===== src/rtl/irq_pkg.sv =====
package irq_pkg;
  typedef enum logic {
    SEL_IRQ_WORD = 1'b0,
    SEL_CFG_WORD = 1'b1
  } irq_sel_e;
endpackage


===== src/rtl/irq_status_bank.sv =====
module irq_status_bank #(
  parameter int NUM_SRC = 8
) (
  input  logic               clk,
  input  logic               rst_n,
  input  logic [NUM_SRC-1:0] evt_i,
  input  logic               clr_i,
  output logic [NUM_SRC-1:0] status_o
);
  logic [NUM_SRC-1:0] status_q;

  for (genvar i = 0; i < NUM_SRC; i++) begin : g_bit
    always_ff @(posedge clk) begin
      if (!rst_n)            status_q[i] <= 1'b0;
      else if (evt_i[i])     status_q[i] <= 1'b1;  // new event wins over clear
      else if (clr_i)        status_q[i] <= 1'b0;
    end
  end

  assign status_o = status_q;
endmodule


===== src/rtl/irq_ctrl_regs.sv =====
module irq_ctrl_regs #(
  parameter int NUM_SRC = 8,
  localparam int WordW = 2 * NUM_SRC
) (
  input  logic               clk,
  input  logic               rst_n,
  input  logic               wr_en_i,
  input  logic               sel_i,
  input  logic [WordW-1:0]   wr_data_i,
  output logic [NUM_SRC-1:0] enable_o,
  output logic               pol_hi_o
);
  import irq_pkg::*;

  logic [NUM_SRC-1:0] enable_q;
  logic               pol_q;

  always_ff @(posedge clk) begin
    if (!rst_n) begin
      enable_q <= '0;
      pol_q    <= 1'b0;
    end else if (wr_en_i) begin
      if (irq_sel_e'(sel_i) == SEL_IRQ_WORD) enable_q <= wr_data_i[WordW-1:NUM_SRC];
      else                                    pol_q    <= wr_data_i[0];
    end
  end

  assign enable_o = enable_q;
  assign pol_hi_o = pol_q;
endmodule


===== src/rtl/irq_pin_drive.sv =====
module irq_pin_drive #(
  parameter int NUM_SRC = 8
) (
  input  logic [NUM_SRC-1:0] status_i,
  input  logic [NUM_SRC-1:0] enable_i,
  input  logic               pol_hi_i,
  output logic               pin_o,
  output logic               pin_oe_o
);
  logic [NUM_SRC-1:0] gated;

  for (genvar i = 0; i < NUM_SRC; i++) begin : g_gate
    assign gated[i] = status_i[i] & enable_i[i];
  end

  assign pin_oe_o = |gated;
  assign pin_o    = pol_hi_i;
endmodule


===== src/rtl/irq_pin_ctrl.sv =====
module irq_pin_ctrl #(
  parameter int NUM_SRC = 8,
  localparam int WordW = 2 * NUM_SRC
) (
  input  logic               clk,
  input  logic               rst_n,
  input  logic [NUM_SRC-1:0] evt_i,
  input  logic               reg_sel,
  input  logic               rd_en,
  input  logic               wr_en,
  input  logic [WordW-1:0]   wr_data,
  output logic [WordW-1:0]   rd_data,
  output logic               pin_o,
  output logic               pin_oe
);
  import irq_pkg::*;

  logic [NUM_SRC-1:0] status_w;
  logic [NUM_SRC-1:0] enable_w;
  logic               pol_w;
  logic               clr_w;

  assign clr_w = rd_en && (irq_sel_e'(reg_sel) == SEL_IRQ_WORD);

  irq_status_bank #(.NUM_SRC(NUM_SRC)) u_status (
    .clk      (clk),
    .rst_n    (rst_n),
    .evt_i    (evt_i),
    .clr_i    (clr_w),
    .status_o (status_w)
  );

  irq_ctrl_regs #(.NUM_SRC(NUM_SRC)) u_regs (
    .clk       (clk),
    .rst_n     (rst_n),
    .wr_en_i   (wr_en),
    .sel_i     (reg_sel),
    .wr_data_i (wr_data),
    .enable_o  (enable_w),
    .pol_hi_o  (pol_w)
  );

  irq_pin_drive #(.NUM_SRC(NUM_SRC)) u_pin (
    .status_i (status_w),
    .enable_i (enable_w),
    .pol_hi_i (pol_w),
    .pin_o    (pin_o),
    .pin_oe_o (pin_oe)
  );

  always_comb begin
    if (irq_sel_e'(reg_sel) == SEL_IRQ_WORD) rd_data = {enable_w, status_w};
    else                                      rd_data = {{(WordW-1){1'b0}}, pol_w};
  end
endmodule


===== config.mk =====
export PLATFORM = sky130hd
export DESIGN_NAME = irq_pin_ctrl
export DESIGN_NICKNAME = d
export VERILOG_FILES = /design/src/rtl/irq_pkg.sv /design/src/rtl/irq_status_bank.sv /design/src/rtl/irq_ctrl_regs.sv /design/src/rtl/irq_pin_drive.sv /design/src/rtl/irq_pin_ctrl.sv
export SDC_FILE = /design/constraint.sdc
export NUM_CORES = 1
export LEC_CHECK = 0
export BUFFER_PORTS_ARGS = -buffer_cell sky130_fd_sc_hd__buf_2
export CORE_ASPECT_RATIO = 1.2
export CORE_MARGIN = 2
export CORE_UTILIZATION = 35
export DETAILED_ROUTE_END_ITERATION = 10
export PLACE_DENSITY = 0.67
export SLEW_MARGIN = 20
export SYNTH_ARGS = -nofsm -noshare
export SYNTH_HDL_FRONTEND = slang
export SYNTH_SLANG_ARGS = --single-unit

===== constraint.sdc =====
create_clock -name clk -period 1.9 [get_ports clk]
set_clock_uncertainty 0.15 [all_clocks]
set_input_delay 0 -clock clk [delete_from_list [all_inputs] [get_ports clk]]
set_output_delay 0 -clock clk [all_outputs]
set_load 0.03 [all_outputs]

# After elaboration in Yosys (flattened, before gate mapping)
# Index checks and enable logic that the tools add are counted.
# totals
romBits,0
elab_cells,41
ramBits,0
latchBits,0
inputBits,29
regBits,17
mem_count,0
# op_classes
mux,10
eq_ne,0
n_lt_le_gt_ge,0
shift,0
multipliers,0
div_mod_pow,0
reduce_logical,12
n_bitwise,9
addsub,0
# ops
operator,count
16-bit 2-to-1 mux,1
2-bit nonzero test,8
1-bit 2-to-1 mux,9
1-bit bitwise AND,8
8-bit OR reduction,1
2-bit AND reduction,2
1-bit logical AND,1
1-bit NOT,1

# Longest topological paths before layout
# Gate-level depths: netlist (run 1).
# logic_depth
word_depth,4
mapped_depth,5
depth_no_buf,3

# Hierarchy
# From an unflattened synthesis (run 1), not the netlist that was laid out.
# hier_totals
hier_cells,90
area_unflattened_um2,834.6
# by_module_without_submodules
mod,area_per_inst_um2,n_inst,cells_per_inst,seq_area_each_um2
irq_ctrl_regs,391.6,1,41,180.2
irq_status_bank,275.3,1,25,160.2
irq_pin_ctrl,123.9,1,18,0.0
irq_pin_drive,43.8,1,6,0.0

# Worst setup path after synthesis (run 1)
# No wires, ideal clock.
# synth_path
path_type,reg2out
start,register u_regs.pol_q (netlist: u_regs.pol_hi_o)
end,output rd_data[0]
required_ps,1750
stages_incl_launch_ff,2
setup_slack_ps,937
path_buffers,0
arrival_ps,813
path_cell_list,dfxtp_1 -> mux2_2
# synth_between
elab_chain_len,1
# synth_lines
item,line,rtl
start: declaration,irq_ctrl_regs.sv:16,logic pol_q;
start signal: assignment,irq_ctrl_regs.sv:24,else pol_q <= wr_data_i[0];
16-bit 2-to-1 mux,irq_pin_ctrl.sv:52,"if (irq_sel_e'(reg_sel) == SEL_IRQ_WORD) rd_data = {enable_w, status_w};"
end: declaration,irq_pin_ctrl.sv:12,"output logic [WordW-1:0] rd_data,"
# Every way passes these cells.

# Final worst setup path (run 1)
# layout_path
start,input reg_sel
end,register u_status.status_q[6] (netlist: u_status.status_o[6])
# layout_between
elab_chain_len,3
# layout_lines
item,line,rtl
start: declaration,irq_pin_ctrl.sv:8,"input logic reg_sel,"
1-bit NOT,--,
1-bit logical AND,irq_pin_ctrl.sv:23,assign clr_w = rd_en && (irq_sel_e'(reg_sel) == SEL_IRQ_WORD);
2-bit nonzero test (no source line),--,
end signal: indexed assignment,irq_status_bank.sv:14,if (!rst_n) status_q[i] <= 1'b0;
end signal: indexed assignment,irq_status_bank.sv:15,else if (evt_i[i]) status_q[i] <= 1'b1;
end signal: indexed assignment,irq_status_bank.sv:16,else if (clr_i) status_q[i] <= 1'b0;
end: declaration,irq_status_bank.sv:10,logic [NUM_SRC-1:0] status_q;
# Every way passes these cells.
# A chain may end at the register's enable or synchronous reset.

==> results of run 1 <==
==> tightest hold or removal path, cell delays in order <==
cell and delay (ps):
buf_2 220, nor2b_1 130, buf_2 200
==> area by class of cell <==
cell class / instances / share of cell area, %
Clock buffer: 4 / 1.95
Multi-Input combinational cell: 59 / 30.3
Sequential cell: 17 / 25.3
Tap cell: 30 / 2.79
Timing Repair Buffer: 73 / 39.7
==> cell families after synthesis <==
| logic type | after synthesis | share of synthesized area (%) |
|---|---|---|
| flip-flops | 17 | 43.2 |
| AND/OR/NAND/NOR | 37 | 30.4 |
| multiplexers | 9 | 11.6 |
| AO/OA/AOI/OAI | 13 | 9.86 |
| buffers and inverters | 5 | 4.93 |
==> path summary, 6_finish.rpt <==
check                                                          to  slack [ps]  depth (start not counted)
worst max register to register       u_regs.pol_hi_o$_SDFFE_PN0P_         560                          3
worst min-delay path                                  rd_data[12]         400                          3
worst min register to register       u_regs.pol_hi_o$_SDFFE_PN0P_         910                          3
worst max-delay path            u_status.status_o[6]$_SDFFE_PN0P_         500                          5
==> where the power goes <==
part | switching, mW | total [mW] | internal (mW)
clock network | 0.106 | 0.188 | 0.0816
registers | 0.0144 | 0.392 | 0.378
logic | 0.0920 | 0.202 | 0.110
==> metal layers <==
metal / vias to the layer above / part of all wire, % / wire length [µm]
met3: 2 / 5.0 / 102
met2: 26 / 53 / 1070
met5: - / 0 / 0
met1: 357 / 41 / 833
met4: 0 / 0.84 / 17
li1: 412 / - / -
==> registers in the layout (all words and copies together) (netlist names) <==
register / cells
u_regs.enable_o: 8
u_status.status_o: 8
u_regs.pol_hi_o: 1
==> cells in the mapped netlist, drive strengths merged <==
library cell,count
nor2b,27
dfxtp,17
a21oi,8
mux2i,8
and2b,5
a22oi,4
buf,3
clkbuf,2
nand2,2
a21boi,1
mux2,1
nand2b,1
nand3,1
nand4,1
==> per-stage QoR <==
| step | worst slack (ps) | hold slack (ps) |
|---|---|---|
| after floorplan | 937 | -21.8 |
| after global placement | 767 | 75.3 |
| after detailed placement | 739 | 84.3 |
| after CTS | 57.7 | 403 |
| after global routing | 416 | 433 |
| final | 504 | 402 |
==> timing repair <==
| action | in CTS | in global routing |
|---|---|---|
| resized for setup | 0 | 1 |
| endpoints found under the setup margin | 0 | 1 |
| hold buffers | 35 | 0 |
| hold endpoints to repair | 17 | 0 |
==> out/metrics.cfg, run 1 <==
[critical_path]
crit_fanout = 20
worstSetupEndpointType = flip-flop
crit_slowest_cell = dlygate4sd3_1
crit_chain = buf_2, nand2b_1, a21oi_1, nor2b_1, dlygate4sd3_1
critPathTopFamily = buffers and inverters
cp.arrival_ps = 1470
path_buf_inv = 2
path_class = primary input to flip-flop
max_stage_delay_ps = 570
r2r-start = u_regs.pol_hi_o$_SDFFE_PN0P_
crit_start = reg_sel
required_ps = 1980
crit_path_start_kind = primary input

[detailed_routing]
drc_errors = 0
drtAntennaViolNets = 0
drt-initial-drc-count = 2
vias_per_cell = 4.36
num_vias = 797
drt_pass1_iterations = 3
wl_per_cell_um = 11.1
postRouteWirelength_mm = 2.02

[floorplanning]
io_pins = 47
die_w_um = 47.3
die_h_um = 55.9
dieArea_mm2 = 0.00265
start_util_pct = 37.6
num_rows = 18
core_mm2 = 0.00209

[placed_design]
port_buffers = 39
dp_cells = 145
gp_congestion = 0.682
placed_area_um2 = 981

[layout]
final_core_util_pct = 64.3
final_common_cell = buf_2
fillers = 196
multi_input_area_um2 = 408
synthToLayoutAreaGrowth_pct = 71.2
final_cells = 183
n_antenna_cell = 0
seq_area_um2 = 340
layout.nets = 183
drive_gt1_share_pct = 28.8
layout_common_cells = buf_2, dlygate4sd3_1, nor2b_1, dfxtp_1
fin_area_mm2 = 0.00135

[timing]
finalCritPeriodShare_pct = 73.5
min_period_ps = 1400
maxSlewHeadroom_pct = 76.2
setup_tns_ps = 0
maxSlewViolCount = 0
worstMarginPinSlew_ps = 357
max_freq_mhz = 716
rsz0062_at_grt = no
hold_viol_final = 0
finalSetupViolCount = 0

[synth]
synthTopCellsByArea = dfxtp_1, nor2b_1, mux2i_1, a21oi_1, and2b_1
synth.largest_area_cell = dfxtp_1
syn-instance-count = 81
synth-seq-cells = 17
seq_area_frac_synth_pct = 43.2
yosys_warnings = 0
synth_top_area_share_pct = 43.2
synthDistinctLibCells = 17
synthesis.nets = 110
mappedNetlistArea_um2 = 787
avgSynthCellArea_um2 = 9.72

[power_and_ir_drop]
irDropWorstVdd_uv = 405
p_total_mw = 0.781
p_leak_nw = 0.656
p_per_area_mw_per_mm2 = 580

[clock_network]
cts_buffers = 3
clkSinkCount = 17
h-tree-depth = 1
clkTransAtPathRegs_ps = 90
root_buffer = clkbuf_4
post_cts_buffers = 0
clock_latency_ps = 290
cts_tree = built
max-clock-path-buffers = 2

[global_route]
antenna_found_initial = 0
top_usage_layer = met2
gr-usage-met3_pct = 2.92
grt_max_degree = 21
grt_pass1_wl_mm = 3.31
grt_util_met1_pct = 18.2
grtUsageMet2_pct = 31.1
gr-usage-all-layers_pct = 16.7
first_global_vias = 832
grt-ovfl-total = 0

[run_status]
status = finished clean

[min_path]
hold_class = primary input to output port
min_from = reg_sel

[run]
cap_violations = 0

Note: power is estimated with default switching activity, not from simulation.
==> run 2, diff against run 1 <==
--- a/config.mk
+++ b/config.mk
@@ -5,12 +5,13 @@
 export SDC_FILE = /design/constraint.sdc
 export NUM_CORES = 1
 export LEC_CHECK = 0
+export ABC_AREA = 1
 export BUFFER_PORTS_ARGS = -buffer_cell sky130_fd_sc_hd__buf_2
 export CORE_ASPECT_RATIO = 1.2
 export CORE_MARGIN = 2
 export CORE_UTILIZATION = 35
 export DETAILED_ROUTE_END_ITERATION = 10
-export PLACE_DENSITY = 0.67
+export PLACE_DENSITY = 0.65
 export SLEW_MARGIN = 20
 export SYNTH_ARGS = -nofsm -noshare
 export SYNTH_HDL_FRONTEND = slang
==> constraint.sdc (replaced) <==
create_clock -name clk -period 1.3 [get_ports clk]
set_clock_uncertainty 0.15 [all_clocks]
set_input_delay 0 -clock clk [delete_from_list [all_inputs] [get_ports clk]]
set_output_delay 0 -clock clk [all_outputs]
set_load 0.03 [all_outputs]
==> run 2 against run 1 <==
  * Sequential power grew 50%
  * Clock power grew 51%
  * Hold slack lost 330 ps
  * Area after synthesis grew 9.2%
  * Largest cell class unchanged
==> out/metrics.cfg, run 2 <==
[run_status]
status = finished clean

[floorplanning]
die_w_um = 49.2
core_mm2 = 0.00231
io_pins = 47
num_rows = 19
die_h_um = 58.3
start_util_pct = 37.3
dieArea_mm2 = 0.00287

[min_path]
min_path_cells = 4
hold_class = primary input to flip-flop

[timing]
hold_ws_ps = 74.5
hold_viol_final = 0
rsz0062_at_grt = no
maxSlewHeadroom_pct = 84.4
min_period_ps = 1220
finalCritPeriodShare_pct = 94.1
worstMarginPinSlew_ps = 234
finalSetupViolCount = 0
maxSlewViolCount = 0
setup_tns_ps = 0
max_freq_mhz = 818

[global_route]
gr-usage-all-layers_pct = 18.3
grt_pass1_wl_mm = 4.02
grt-ovfl-total = 0
first_global_vias = 963
grt_max_degree = 20
antenna_found_initial = 0

[synth]
synth_top_family_by_area = simple AND/OR/NAND/NOR gates
synth_top_area_share_pct = 39.6
synth_edf_count = 0
yosys_warnings = 0
synth_adder_area_share_pct = 0
netlist_top_cells_count = nand2_1, nor2_1, inv_1
synthTopCellsByArea = dfxtp_1, nand2_1, nor2_1, inv_1, nand3b_1
synth-seq-cells = 17
synthesis.nets = 163
synth.mux.area_fraction_pct = 0
synthSimpleGateAreaFrac_pct = 40.5
synth_most_common_cell = nand2_1
syn-instance-count = 134
synth.largest_area_cell = dfxtp_1
seq_area_frac_synth_pct = 39.6
yosys.area_share.xor_xnor_pct = 0
avgSynthCellArea_um2 = 6.41
mappedNetlistArea_um2 = 860
synthArstFlopShare_pct = 0
ys.flop_type = dfxtp_1
synth_compound_area_share_pct = 5.24
synthDistinctLibCells = 14

[critical_path]
path_common_cell = nand2_1
crit_fanout = 3
cp.arrival_ps = 1070
reg2reg_depth = 2
crit_path_start_kind = flip-flop
crit_slowest_cell = dfxtp_1
worstSetupEndpointType = output port
required_ps = 1150
path_class = flip-flop to output port
max_stage_delay_ps = 340
crit_chain = nand2_1, nand2_1, nor2_1, nand2_1, buf_4

[power_and_ir_drop]
p_sw_mw = 0.370
p_per_area_mw_per_mm2 = 876
irDropWorstVdd_uv = 639
pwr-share-clk_pct = 23.7
combinationalPowerShare_pct = 27.4
p_leak_nw = 0.734
switching_share_pct = 30.9
p_int_mw = 0.829
p_seq_share_pct = 48.9

[detailed_routing]
drtAntennaViolNets = 0
drt_pass1_iterations = 4
wl_met2_mm = 1.20
drt-initial-drc-count = 9
top_layer_used = met4
vias_per_cell = 4.23
drc_errors = 0
num_vias = 974
wl_per_cell_um = 9.98
met3_length_um = 98
wl_met1_um = 953
postRouteWirelength_mm = 2.30

[clock_network]
h-tree-depth = 1
max-clock-path-buffers = 2
cts_tree = built
cts_buffers = 3
clkSinkCount = 17
clkTransAtPathRegs_ps = 100
clock_latency_ps = 290
root_buffer = clkbuf_4
post_cts_buffers = 0

[layout]
fillers = 235
final_common_cell = buf_2
drive_gt1_share_pct = 28.6
n_antenna_cell = 0
synthToLayoutAreaGrowth_pct = 59.2
layout.nets = 229
layout_common_cells = buf_2, nand2_1, nor2_1, dlygate4sd3_1, inv_1

[placed_design]
port_buffers = 39
dp_hpwl_mm = 1.43
gp_congestion = 0.720

[run]
cap_violations = 0

-- run 2: cell types whose count changed in the layout (fill, tap and decap cells not counted), sizes merged, moves of 4 or more --
cell / change
nor2b: -27
inv: +26
dlygate4sd3: -9
nand2: +33
nand3b: +8
nor2: +34
a22oi: -4
and2b: -5
mux2i: -8
-- run 2: per-layer routing --
layer | up-vias | global-route usage (%)
met1 | 418 | 19.2
met5 | - | 0
met4 | 0 | 8.57
met3 | 6 | 2.32
li1 | 523 | -
met2 | 27 | 35.5
-- run 2: kinds of logic (layout without fill, tap and decap cells) --
| family | count (synthesis) | in the layout |
|---|---|---|
| AND/OR/NAND/NOR | 78 | 78 |
| AO/OA/AOI/OAI | 9 | 9 |
| buffers and inverters | 30 | 95 |
| flip-flops | 17 | 17 |
-- run 2: what timing repair did --
| item | in CTS | in global routing |
|---|---|---|
| setup endpoints to repair | 0 | 7 |
| hold endpoints to repair | 17 | 6 |
| resized for setup | 0 | 12 |
| hold buffers | 27 | 4 |
-- run 2: path summary, 6_finish.rpt --
path / startpoint / endpoint / slack [ps]
setup / recovery: u_regs.enable_o[5]$_SDFFE_PN0P_ / pin_oe / 80
hold / removal: reg_sel / u_regs.pol_hi_o$_SDFFE_PN0P_ / 70
setup reg to reg: u_status.status_o[0]$_SDFFE_PN0P_ / u_status.status_o[0]$_SDFFE_PN0P_ / 480
hold reg to reg: u_status.status_o[6]$_SDFFE_PN0P_ / u_status.status_o[6]$_SDFFE_PN0P_ / 320
-- run 2: layout make-up --
type | count | area (µm²) | area share, %
well taps | 31 | 38.8 | 2.83
multi-input cells | 87 | 400 | 29.3
clock buffers | 4 | 26.3 | 1.92
inverters | 26 | 97.6 | 7.13
flip-flops and latches | 17 | 350 | 25.6
repair buffers | 65 | 455 | 33.3
-- run 2: critical path, delay by kind of cell, from the launching register on --
family | cells | cell delay, ps
DFF | 1 | 340
and+or+nand+nor | 4 | 270
buffers and inverters | 1 | 160
-- run 2: stage by stage --
stage	setup slack [ps]	std cells	instance area (µm²)	total power [mW]	utilization, %
after floorplan	339	134	860	0.771	-
after global placement	372	201	1070	0.846	46.5
after detailed placement	384	201	1070	0.852	46.5
after CTS	17.9	232	1370	1.20	59.4
after global routing	5.87	230	1370	1.28	59.4
final	77.0	230	1370	1.20	59.4
-- run 2: power groups by stage --
stage,Clock (mW),Sequential (mW),Combinational [mW]
after global placement,0,0.592,0.254
after detailed placement,0,0.594,0.258
after CTS,0.293,0.582,0.328
after global routing,0.317,0.593,0.366
after floorplan,0,0.591,0.181
final,0.284,0.587,0.328
